--- src/rtl/i2c_evt_pkg.sv ---
package i2c_evt_pkg;
  localparam int unsigned NUM_FLAGS = 4;
  localparam int unsigned SYNC_STAGES = 2;
  // bit positions inside the flag vector
  localparam int unsigned FLG_STT  = 0;
  localparam int unsigned FLG_STP  = 1;
  localparam int unsigned FLG_NACK = 2;
  localparam int unsigned FLG_AL   = 3;
  typedef logic [NUM_FLAGS-1:0] flag_vec_t;
endpackage

--- src/rtl/i2c_line_sync.sv ---
module i2c_line_sync #(
  parameter int unsigned W       = 2,
  parameter int unsigned STAGES  = 2,
  parameter logic        RST_VAL = 1'b1
) (
  input  logic         clk_i,
  input  logic         rst_ni,
  input  logic [W-1:0] d_i,
  output logic [W-1:0] q_o
);
  logic [STAGES-1:0][W-1:0] stg_q;

  always_ff @(posedge clk_i or negedge rst_ni) begin
    if (!rst_ni) begin
      stg_q <= {(STAGES*W){RST_VAL}};
    end else begin
      stg_q[0] <= d_i;
      for (int k = 1; k < STAGES; k++) stg_q[k] <= stg_q[k-1];
    end
  end

  assign q_o = stg_q[STAGES-1];
endmodule

--- src/rtl/i2c_cond_detect.sv ---
module i2c_cond_detect (
  input  logic clk_i,
  input  logic rst_ni,
  input  logic sda_i,
  input  logic scl_i,
  output logic start_o,
  output logic stop_o
);
  logic sda_q, scl_q;

  always_ff @(posedge clk_i or negedge rst_ni) begin
    if (!rst_ni) begin
      sda_q <= 1'b1;
      scl_q <= 1'b1;
    end else begin
      sda_q <= sda_i;
      scl_q <= scl_i;
    end
  end

  // SDA edge is only a bus condition when SCL is high before and after
  assign start_o = scl_i & scl_q & sda_q & ~sda_i;
  assign stop_o  = scl_i & scl_q & ~sda_q & sda_i;
endmodule

--- src/rtl/i2c_flag_bank.sv ---
module i2c_flag_bank #(
  parameter int unsigned N = 4
) (
  input  logic         clk_i,
  input  logic         rst_ni,
  input  logic         srst_i,
  input  logic [N-1:0] set_i,
  input  logic [N-1:0] clr_i,
  input  logic [N-1:0] acl_i,
  output logic [N-1:0] q_o
);
  logic [N-1:0] q;

  for (genvar g = 0; g < N; g++) begin : g_flag
    // priority: soft reset > set > (sw clear | auto clear) > hold
    always_ff @(posedge clk_i or negedge rst_ni) begin
      if (!rst_ni)                   q[g] <= 1'b0;
      else if (srst_i)               q[g] <= 1'b0;
      else if (set_i[g])             q[g] <= 1'b1;
      else if (clr_i[g] || acl_i[g]) q[g] <= 1'b0;
    end

    a_r7_set_wins: assert property (@(posedge clk_i) disable iff (!rst_ni)
      (!srst_i && set_i[g]) |=> q[g]);
    a_r6_w1c_clears: assert property (@(posedge clk_i) disable iff (!rst_ni)
      (!srst_i && !set_i[g] && clr_i[g]) |=> !q[g]);
    a_r6_hold: assert property (@(posedge clk_i) disable iff (!rst_ni)
      (!srst_i && !set_i[g] && !clr_i[g] && !acl_i[g]) |=> q[g] == $past(q[g]));
  end

  assign q_o = q;
endmodule

--- src/rtl/i2c_evt_status.sv ---
module i2c_evt_status
  import i2c_evt_pkg::*;
(
  input  logic                 clk_i,
  input  logic                 rst_ni,
  input  logic                 soft_rst_i,
  input  logic                 sda_i,
  input  logic                 scl_i,
  input  logic                 nack_evt_i,
  input  logic                 al_evt_i,
  input  logic                 clr_we_i,
  input  logic [NUM_FLAGS-1:0] clr_mask_i,
  input  logic [NUM_FLAGS-1:0] irq_en_i,
  output logic [NUM_FLAGS-1:0] flags_o,
  output logic                 busy_o,
  output logic                 scl_low_o,
  output logic                 irq_o
);
  logic      sda_s, scl_s;
  logic      start_det, stop_det;
  logic      busy_q;
  flag_vec_t set_vec, acl_vec, clr_vec, flags;

  i2c_line_sync #(
    .W      (2),
    .STAGES (SYNC_STAGES),
    .RST_VAL(1'b1)
  ) u_sync (
    .clk_i (clk_i),
    .rst_ni(rst_ni),
    .d_i   ({sda_i, scl_i}),
    .q_o   ({sda_s, scl_s})
  );

  i2c_cond_detect u_det (
    .clk_i  (clk_i),
    .rst_ni (rst_ni),
    .sda_i  (sda_s),
    .scl_i  (scl_s),
    .start_o(start_det),
    .stop_o (stop_det)
  );

  always_comb begin
    set_vec           = '0;
    set_vec[FLG_STT]  = start_det;
    set_vec[FLG_STP]  = stop_det;
    set_vec[FLG_NACK] = nack_evt_i;
    set_vec[FLG_AL]   = al_evt_i;
    // opposite bus condition wipes the flag
    acl_vec           = '0;
    acl_vec[FLG_STT]  = stop_det;
    acl_vec[FLG_STP]  = start_det;
    acl_vec[FLG_NACK] = start_det;
    clr_vec           = clr_we_i ? clr_mask_i : '0;
  end

  i2c_flag_bank #(.N(NUM_FLAGS)) u_bank (
    .clk_i (clk_i),
    .rst_ni(rst_ni),
    .srst_i(soft_rst_i),
    .set_i (set_vec),
    .clr_i (clr_vec),
    .acl_i (acl_vec),
    .q_o   (flags)
  );

  always_ff @(posedge clk_i or negedge rst_ni) begin
    if (!rst_ni)         busy_q <= 1'b0;
    else if (soft_rst_i) busy_q <= 1'b0;
    else if (start_det)  busy_q <= 1'b1;
    else if (stop_det)   busy_q <= 1'b0;
  end

  assign flags_o   = flags;
  assign busy_o    = busy_q;
  assign scl_low_o = busy_q & ~scl_s;
  assign irq_o     = |(flags & irq_en_i);

  a_r8_busy_set: assert property (@(posedge clk_i) disable iff (!rst_ni)
    (start_det && !soft_rst_i) |=> busy_o);
  a_r8_busy_clr: assert property (@(posedge clk_i) disable iff (!rst_ni)
    (stop_det || soft_rst_i) |=> !busy_o);
  a_r3_stop_flags: assert property (@(posedge clk_i) disable iff (!rst_ni)
    (stop_det && !soft_rst_i) |=> (flags_o[FLG_STP] && !flags_o[FLG_STT]));
  a_r4_start_flags: assert property (@(posedge clk_i) disable iff (!rst_ni)
    (start_det && !soft_rst_i && !nack_evt_i) |=> (!flags_o[FLG_STP] && !flags_o[FLG_NACK]));
  a_r2_stt_set: assert property (@(posedge clk_i) disable iff (!rst_ni)
    (start_det && !soft_rst_i) |=> flags_o[FLG_STT]);
  a_r9_soft_clear: assert property (@(posedge clk_i) disable iff (!rst_ni)
    soft_rst_i |=> (flags_o == '0 && !busy_o));
  a_r10_scl_low: assert property (@(posedge clk_i) disable iff (!rst_ni)
    scl_low_o |-> busy_o);
endmodule

--- config.mk ---
export PLATFORM = sky130hd
export DESIGN_NAME = i2c_evt_status
export DESIGN_NICKNAME = d
export VERILOG_FILES = /design/src/rtl/i2c_evt_pkg.sv /design/src/rtl/i2c_line_sync.sv /design/src/rtl/i2c_cond_detect.sv /design/src/rtl/i2c_flag_bank.sv /design/src/rtl/i2c_evt_status.sv
export SDC_FILE = /design/constraint.sdc
export NUM_CORES = 1
export LEC_CHECK = 0
export BUFFER_PORTS_ARGS = -buffer_cell sky130_fd_sc_hd__buf_4
export CORE_AREA = 2 2 39 41
export CTS_CLUSTER_SIZE = 12
export DETAILED_ROUTE_END_ITERATION = 10
export DIE_AREA = 0 0 41 43
export PLACE_DENSITY = 0.67
export SLEW_MARGIN = 20
export SYNTH_ARGS = -nofsm -noshare
export SYNTH_HDL_FRONTEND = slang
export SYNTH_SLANG_ARGS = --single-unit
--- constraint.sdc ---
create_clock -name clk_i -period 3.3 [get_ports clk_i]
set_input_delay 0.165 -clock clk_i [delete_from_list [all_inputs] [get_ports clk_i]]
set_output_delay 0.165 -clock clk_i [all_outputs]
set_load 0.1 [all_outputs]
After elaboration in Yosys (flattened, before gate mapping)
Index checks and enable logic that the tools add are counted.

word-level totals
  output and inout port bits = 7
  ROM bits = 0
  bits of input ports = 16
  bits in registers = 11
  latch bits = 0
  bits in writable memories = 0
  logic and storage cells = 44
  memories kept = 0

cells by class
  bitwise logic cells = 10
  divide/modulo/power cells = 0
  reductions and logical operators = 9
  $lt $le $gt $ge = 0
  $mul = 0
  shift-type cells = 0
  eq/ne operators = 0
  multiplexer cells = 16
  add/subtract/negate cells = 0

operators with widths
  operator            number
  two-way mux 1 bit   15
  nonzero test 3 bit  5
  bitwise AND 1 bit   6
  bitwise AND 4 bit   1
  two-way mux 4 bit   1
  OR reduction 4 bit  1
  logical OR 1 bit    3
  NOT 1 bit           3

Depth between registers and ports, before layout
Gate-level depths: netlist of run 1.

  word-level depth = 7
  gate-level depth with buffers = 3
  depth with buffers taken out = 3

Cells and area by module
From an unflattened synthesis of run 1, not the netlist that was laid out.

second synthesis, totals
  cell total of the unflattened synthesis = 39
  area total of the unflattened synthesis = 460.4 um2

by module, submodules not included
  module           area an instance (um2)  times used  seq. area each (um2)  cells each
  i2c_flag_bank    170.2                   1           100.1                 16
  i2c_line_sync    120.1                   1           105.1                 6
  i2c_evt_status   97.6                    1           25.0                  13
  i2c_cond_detect  72.6                    1           52.6                  4

Worst setup path before layout of run 1
Ideal clock, no wire load.

  path type = reg-to-output
  start = reg u_bank.q[1], in the netlist u_bank.q_o[1]
  end = out irq_o
  stages on the path, launching flop included = 3
  data required time = 3.135 ns
  path slack = 1.330 ns
  data arrival time = 1.805 ns
  cell sequence = dfrtp_1 -> a22oi_1 -> nand2_1

between the ends
  word-level cells in the longest chain between the ends = 2

RTL lines
  element                            RTL line              RTL
  from (decl)                        i2c_flag_bank.sv:12   logic [N-1:0] q;
  from (signal, indexed assignment)  i2c_flag_bank.sv:17   if (!rst_ni) q[g] <= 1'b0;
  from (signal, indexed assignment)  i2c_flag_bank.sv:18   else if (srst_i) q[g] <= 1'b0;
  from (signal, indexed assignment)  i2c_flag_bank.sv:19   else if (set_i[g]) q[g] <= 1'b1;
  bitwise AND 4 bit                  i2c_evt_status.sv:78  assign irq_o = |(flags & irq_en_i);
  OR reduction 4 bit                 i2c_evt_status.sv:78
  to (decl)                          i2c_evt_status.sv:17  output logic irq_o

No other way between the ends.

Worst setup path in the final report of run 1
  start = reg u_sync.stg_q (netlist bit u_sync.q_o[0])
  end = out scl_low_o

between the ends
  word-level cells in the longest chain between the ends = 2

RTL lines
  element                 RTL line              RTL
  from (decl)             i2c_line_sync.sv:11   logic [STAGES-1:0][W-1:0] stg_q;
  from (signal assigned)  i2c_line_sync.sv:15   stg_q <= {(STAGES*W){RST_VAL}};
  NOT 1 bit               i2c_evt_status.sv:77  assign scl_low_o = busy_q & ~scl_s;
  bitwise AND 1 bit       i2c_evt_status.sv:77
  to (decl)               i2c_evt_status.sv:16  output logic scl_low_o,

No other way between the ends.

==> results.md, run 1 <==
- Outcome: completed
- Leakage: 0.334 nW
- Syn. warnings: 0
- H-tree depth: 1
- CTS Buf Count: 3
- RR Endpoint: u_bank.q_o[1]$_DFFE_PN0P_
- Syn Std Cell Area: 427 um^2
- Via density: 4.58
- First drt pass iteration count: 4
- Syn avg cell area: 12.2 um^2
- Setup bufs post-CTS: 0
- Pwr dens: 470 mW/mm^2
- Drt wl/cell: 10.1 um
- Synth area leaders: dfstp_2, dfrtp_1, a21oi_1
- Hold WC Path Type: in2reg
- Post-synth EDFFs: 0
- IO Count: 23
- CP required: 3.13 ns
- Min Tclk post-route: 1.37 ns
- Num Clock Sinks: 11
- WP data arrival: 1.20 ns
- Worst R2R Path Depth: 3
- Final Worst Setup Slack: 1.93 ns
- Via count: about 370
- Max Buffers Root-to-Sink: 2
- Synth Flop Type: dfstp_2
- Total global routing overflow: 0
- Chip width: between 40 and 50 um
- VDD IR-drop max: approximately 0.19 mV
- Post-synth top area share: 37.0%
- CP max FO: 4
- Overall routing resource usage: a little over a tenth
- DR DRC count: 0
- Pre-CTS setup slack: 2.18 ns
- Period utilisation layout: between 40 and 50%
- Top cells by count, synth: dfstp_2, a21oi_1, dfrtp_1, nand2_1
- Skew final: between 0.001 and 0.0015 ns
- Critical Path Sink: scl_low_o
- Final WL: 806 um
- Port Buffers: 22
- Post-synth cell types: 16
- Initial antenna violation count: 0
- R2r setup slk: 2.18 ns
- Post-synth top area cell: dfstp_2
- Core Rows: 14
- Die Span Y: 43 um
- Crit path launch: u_sync.q_o[0]$_DFF_PN1_
- Syn nets: 51
- Sequential area share after synthesis: approximately two thirds
- Vias in the first global route: approximately 340
- GP Congestion: 0.686
- Worst Tran Pin Value: 0.281 ns
- Layout net count: 81
- Largest net degree at the start of global routing: 12
- Clock root cell: clkbuf_4
- RSZ-0062 raised after global routing: no
- Final Instance Area: 668 um^2
- 1st-iter DRT viols: 3
- Multi-input logic area: between 100 and 150 um^2
- Crit. End Element: output port
- Top-count cell post-synth: dfstp_2
- Reg clk slew, reported paths: 0.06 ns
- Reg2Reg Launch Point: u_sync.q_o[0]$_DFF_PN1_
- Starting Density: about 31%
- Inst Count DP: 73
- Placed Area: just over 600 um^2
- CTS tree: built
- Antenna viol nets, final: 0
- Setup total negative slack: 0 ns
- Setup Crit Path Kind: reg2out
- Max_slew headroom: 81.5%
- Share of layout cells above drive strength 1: 50.0%
- Layout area overhead: 56.6%
- First-pass GRT wire length: 1.21 mm
- Final hold viol count: 0
- Async set or reset register ratio after synthesis: 100%
- Final Power: ~310 uW
- Register Area: approximately 280 um^2
- Startpoint class of the critical path: flip-flop
- Die area: approximately 0.0018 mm^2
- Core Box Area: 0.00138 mm^2
- Ant. Diodes: 0
- # setup viols final: 0
- Register bit total from synthesis: 11
- Non-Filler Instances: 80
- Clk_lat worst skew: 0.26 ns
- Fill cells: 128
- F_max: 731 MHz
- Final Core Density: 48.3%
- Post-synthesis cell count: 35
- Final Max Tran Viols: 0
- WHS: 0.0953 ns
- Max-cap violations: 0
[critical path, stage by stage, from the launching register on]
cell,delay [ns]
dfstp_2,0.54
and2b_1,0.18
buf_4,0.23
[cell usage in the layout, fill, tap and decap left out]
| cell | instances |
|---|---|
| clkbuf_1 | 1 |
| nor2_1 | 2 |
| a21oi_1 | 5 |
| inv_1 | 1 |
| a21bo_1 | 1 |
| and3b_1 | 1 |
| a21boi_1 | 1 |
| and2b_1 | 1 |
| nand3_1 | 1 |
| o21ba_1 | 1 |
| o21ai_1 | 1 |
| o21ai_0 | 1 |
| dfstp_2 | 6 |
| nand2_1 | 5 |
| dlygate4sd3_1 | 3 |
| buf_4 | 22 |
| a22oi_1 | 2 |
| a311oi_2 | 1 |
| clkbuf_4 | 3 |
| dfrtp_1 | 5 |
[registers in the layout, indices dropped and copies added (netlist names)]
signal and flops:
u_sync.stg_q 2, u_sync.q_o 2, u_det.scl_q 1, u_det.sda_q 1, busy_o 1, u_bank.q_o 4
[cell type report]
cell class	instances	area share, %
flip-flops and latches	11	42.3
repair buffers	25	29.2
multi-input cells	23	21.0
clock buffers	4	3.93
well taps	16	3.00
inverters	1	0.562
[power breakdown]
group,internal (mW),leakage (nW),switching (mW)
logic,0.0258,0.190,0.0517
registers,0.145,0.129,0.00483
clock network,0.0467,0.0150,0.0400
[worst min path at each step]
stage | startpoint | endpoint | slack (ns) | depth (start not counted)
floorplan | rst_ni | busy_o$_DFFE_PN0P_ | -0.13 | 0
global placement | rst_ni | busy_o$_DFFE_PN0P_ | 0.003 | 1
detailed placement | rst_ni | u_bank.q_o[0]$_DFFE_PN0P_ | 0.0003 | 1
CTS | soft_rst_i | u_bank.q_o[2]$_DFFE_PN0P_ | 0.09 | 2
global route | soft_rst_i | u_bank.q_o[2]$_DFFE_PN0P_ | 0.08 | 2
finish | soft_rst_i | u_bank.q_o[0]$_DFFE_PN0P_ | 0.1 | 2
[logic make-up after synthesis]
family / Yosys count / share of synthesized area [%]
compound gates: 13 / 21.7
flops: 11 / 66.3
simple gates: 10 / 11.1
buf+inv: 1 / 0.879
[layer usage]
layer  GRT usage [%]  part of all wire, %  vias to the layer above
li1                -                    -                      182
met1            11.6                   40                      161
met2            15.3                   46                       23
met3            3.66                   14                        0
met4            8.00                    0                        0
met5               0                    0                        -
[what timing repair did]
action                                 4_1_cts  5_1_grt
gates resized for setup                      0        0
hold buffers                                 3        0
endpoints found under the hold margin       13        0
Note: power is estimated with default switching activity, not from simulation.
==> run 2: changes to the inputs <==
ABC_AREA = 1   (was not set)
PLACE_DENSITY = 0.66   (was 0.67)
clock period = 1.3 ns   (was 3.3 ns; I/O delays follow)
==> run 2 against run 1 <==
Critical path depth grew 1. Cell area grew 4.7%. Synthesized area down 0.29%. Clock power grew to 2.5 times the previous value. Wire length rose by 12%. Global-route usage rose by 1.2 points. Combinational power grew 130%. Sequential share of layout area increased by 0.25 points. Die area did not move.
==> results.md, run 2 <==
- Outcome: completed
- Hold WC Path Type: in2reg
- Final WL: 902 um (+12%)
- Sequential area share after synthesis: 66.5% (+0.19 points)
- Vias in the first global route: 361 (+7.4%)
- CTS Buf Count: 3 (unchanged)
- IO Count: 23 (unchanged)
- RR Endpoint: u_bank.q_o[0]$_DFFE_PN0P_
- Post-synthesis cell count: 43 (+23%)
- Synth Flop Type: dfstp_2
- Final Instance Area: 699 um^2 (+4.7%)
- CTS tree: built
- Placed Area: 633 um^2 (+3.5%)
- Max reg flops: 4 (unchanged)
- Core Box Area: 0.00138 mm^2 (unchanged)
- Skew final: 0.00119 ns (+0.000180 ns)
- Ant. Diodes: 0 (unchanged)
- Register bit total from synthesis: 11 (unchanged)
- Fill cells: 142 (+11%)
- Synth area leaders: dfstp_2, dfrtp_1, nand2_1
- Worst Tran Pin Value: 0.280 ns (-0.000993 ns)
- Most frequent cells in the layout: buf_4, nand2_1, nand4_1
- Post-synth cell types: 9 (-7)
- Chip width: 41 um (unchanged)
- Antenna viol nets, final: 0 (unchanged)
- Layout net count: 90 (+11%)
- Final Max Tran Viols: 0 (unchanged)
- Core Rows: 14 (unchanged)
- Max_slew headroom: 81.5% (about the same)
- H-tree depth: 1 (unchanged)
- Crit path launch: u_bank.q_o[1]$_DFFE_PN0P_
- Non-Filler Instances: 89 (+11%)
- DR DRC count: 0 (unchanged)
- Crit. End Element: output port
- GP Congestion: 0.663 (-3.3%)
- Reg clk slew, reported paths: 0.06 ns (about the same)
- Syn Std Cell Area: 425 um^2 (-0.29%)
- Share of layout cells above drive strength 1: 52.1% (+2.1 points)
- Die Span Y: 43 um (unchanged)
- Post-synth top area cell: dfstp_2
- Clock root cell: clkbuf_4
- Via count: 411 (+12%)
- Min Tclk post-route: 1.20 ns
- Inst Count DP: 81 (+11%)
- First drt pass iteration count: 2 (-2)
- Period utilisation layout: 92.0%
- Clk_lat worst skew: 0.26 ns (about the same)
- 1st-iter DRT viols: 6 (+3)
- Post-synth EDFFs: 0 (unchanged)
- Overall routing resource usage: 11.6% (+1.2 points)
- Max Buffers Root-to-Sink: 2 (unchanged)
- Setup Crit Path Kind: reg2out
- Syn nets: 59 (+16%)
- WP data arrival: 1.13 ns (-0.07 ns)
- CP required: 1.24 ns (-1.89 ns)
- Commonest non-fill, non-tap cell in the layout: buf_4
- DP Wirelength: 711 um
- Final Power: 777 uW (+150%)
- Critical Path Sink: irq_o
- Num Clock Sinks: 11 (unchanged)
- Total global routing overflow: 0 (unchanged)
- CP max FO: 3 (-1)
- Die area: 0.00176 mm^2 (unchanged)
- Drt wl/cell: 10.1 um (+0.59%)
- Via density: 4.62 (+0.94%)
- F_max: 836 MHz
- Top-count cell post-synth: nand2_1
- Max-cap violations: 0 (unchanged)
- RSZ-0062 raised after global routing: no
- Post-synth top area share: 37.1% (+0.11 points)
- Initial antenna violation count: 0 (unchanged)
- Worst R2R Path Depth: 3 (unchanged)
- Syn avg cell area: 9.89 um^2 (-19%)
- Largest net degree at the start of global routing: 12 (unchanged)
- Async set or reset register ratio after synthesis: 100% (unchanged)
- Reg2Reg Launch Point: u_sync.q_o[0]$_DFF_PN1_
- First-pass GRT wire length: 1.32 mm (+9.7%)
- Pwr dens: 1110 mW/mm^2 (+140%)
- Final hold viol count: 0 (unchanged)
- Layout area overhead: 64.4%
- Starting Density: 30.7% (-0.090 points)
- Port Buffers: 22 (unchanged)
- # setup viols final: 0 (unchanged)
- Setup bufs post-CTS: 0 (unchanged)
- Top cells by count, synth: nand2_1, nand4_1, dfstp_2, dfrtp_1
- R2r setup slk: 0.25 ns (-1.93 ns)
- Syn. warnings: 0 (unchanged)
- VDD IR-drop max: 0.581 mV (+210%)
- Startpoint class of the critical path: flip-flop
- Leakage: 0.340 nW (+1.8%)
## run 2: cells by family after synthesis
family	count (synthesis)	share of synthesized area, %
buffers and inverters	5	4.41
AND/OR/NAND/NOR	24	25.6
AO/OA/AOI/OAI	3	3.53
flip-flops	11	66.5
## run 2: worst min path at each step
stage	slack, ns	endpoint	cells past startpoint	start
after floorplan	-0.23	busy_o$_DFFE_PN0P_	0	rst_ni
after global routing	0.01	u_bank.q_o[2]$_DFFE_PN0P_	3	nack_evt_i
after global placement	-0.09	busy_o$_DFFE_PN0P_	1	rst_ni
after detailed placement	-0.09	busy_o$_DFFE_PN0P_	1	rst_ni
after CTS	0.01	u_bank.q_o[2]$_DFFE_PN0P_	3	nack_evt_i
final	0.02	u_bank.q_o[2]$_DFFE_PN0P_	3	nack_evt_i
## run 2: metrics by stage
stage	worst slack, ns	util (%)	hold slack, ns	TNS, ns
after floorplan	-0.377	-	-0.231	-0.746
after global placement	0.260	45.8	-0.0930	0
after detailed placement	0.259	45.8	-0.0950	0
after CTS	0.0860	50.5	0.0112	0
after global routing	0.0403	50.5	0.0130	0
final	0.104	50.5	0.0188	0
## run 2: area by class of cell
cell class                 instances  area [um^2]  area share, %
sequential                        11          298           42.6
timing repair buffer              26          205           29.3
multi-input combinational         27          131           18.8
clock buffer                       4         26.3           3.76
tap                               16         20.0           2.86
inverter                           5         18.8           2.68
## run 2: report_power, final
part	total (mW)	switching [mW]	internal (mW)
Clock	0.220	0.101	0.118
Combinational	0.176	0.116	0.0594
Sequential	0.382	0.0116	0.370
Total	0.777	0.229	0.548
## run 2: timing repair
item	in CTS	in global routing
endpoints found under the hold margin	14	0
setup endpoints to repair	0	0
gates resized for setup	0	0
hold buffers	4	0
## run 2: worst max-delay path, cell delays in order, from the launching register on
cell,delay (ns)
dfrtp_4,0.48
nand2_1,0.06
nand4_1,0.09
buf_4,0.24
## run 2: routing by layer
metal	wire (um)	GRT usage, %	vias to the layer above
met5	0	0	-
met2	438	18.4	20
li1	-	-	204
met1	331	11.2	187
met4	0	8.00	0
met3	132	5.24	0
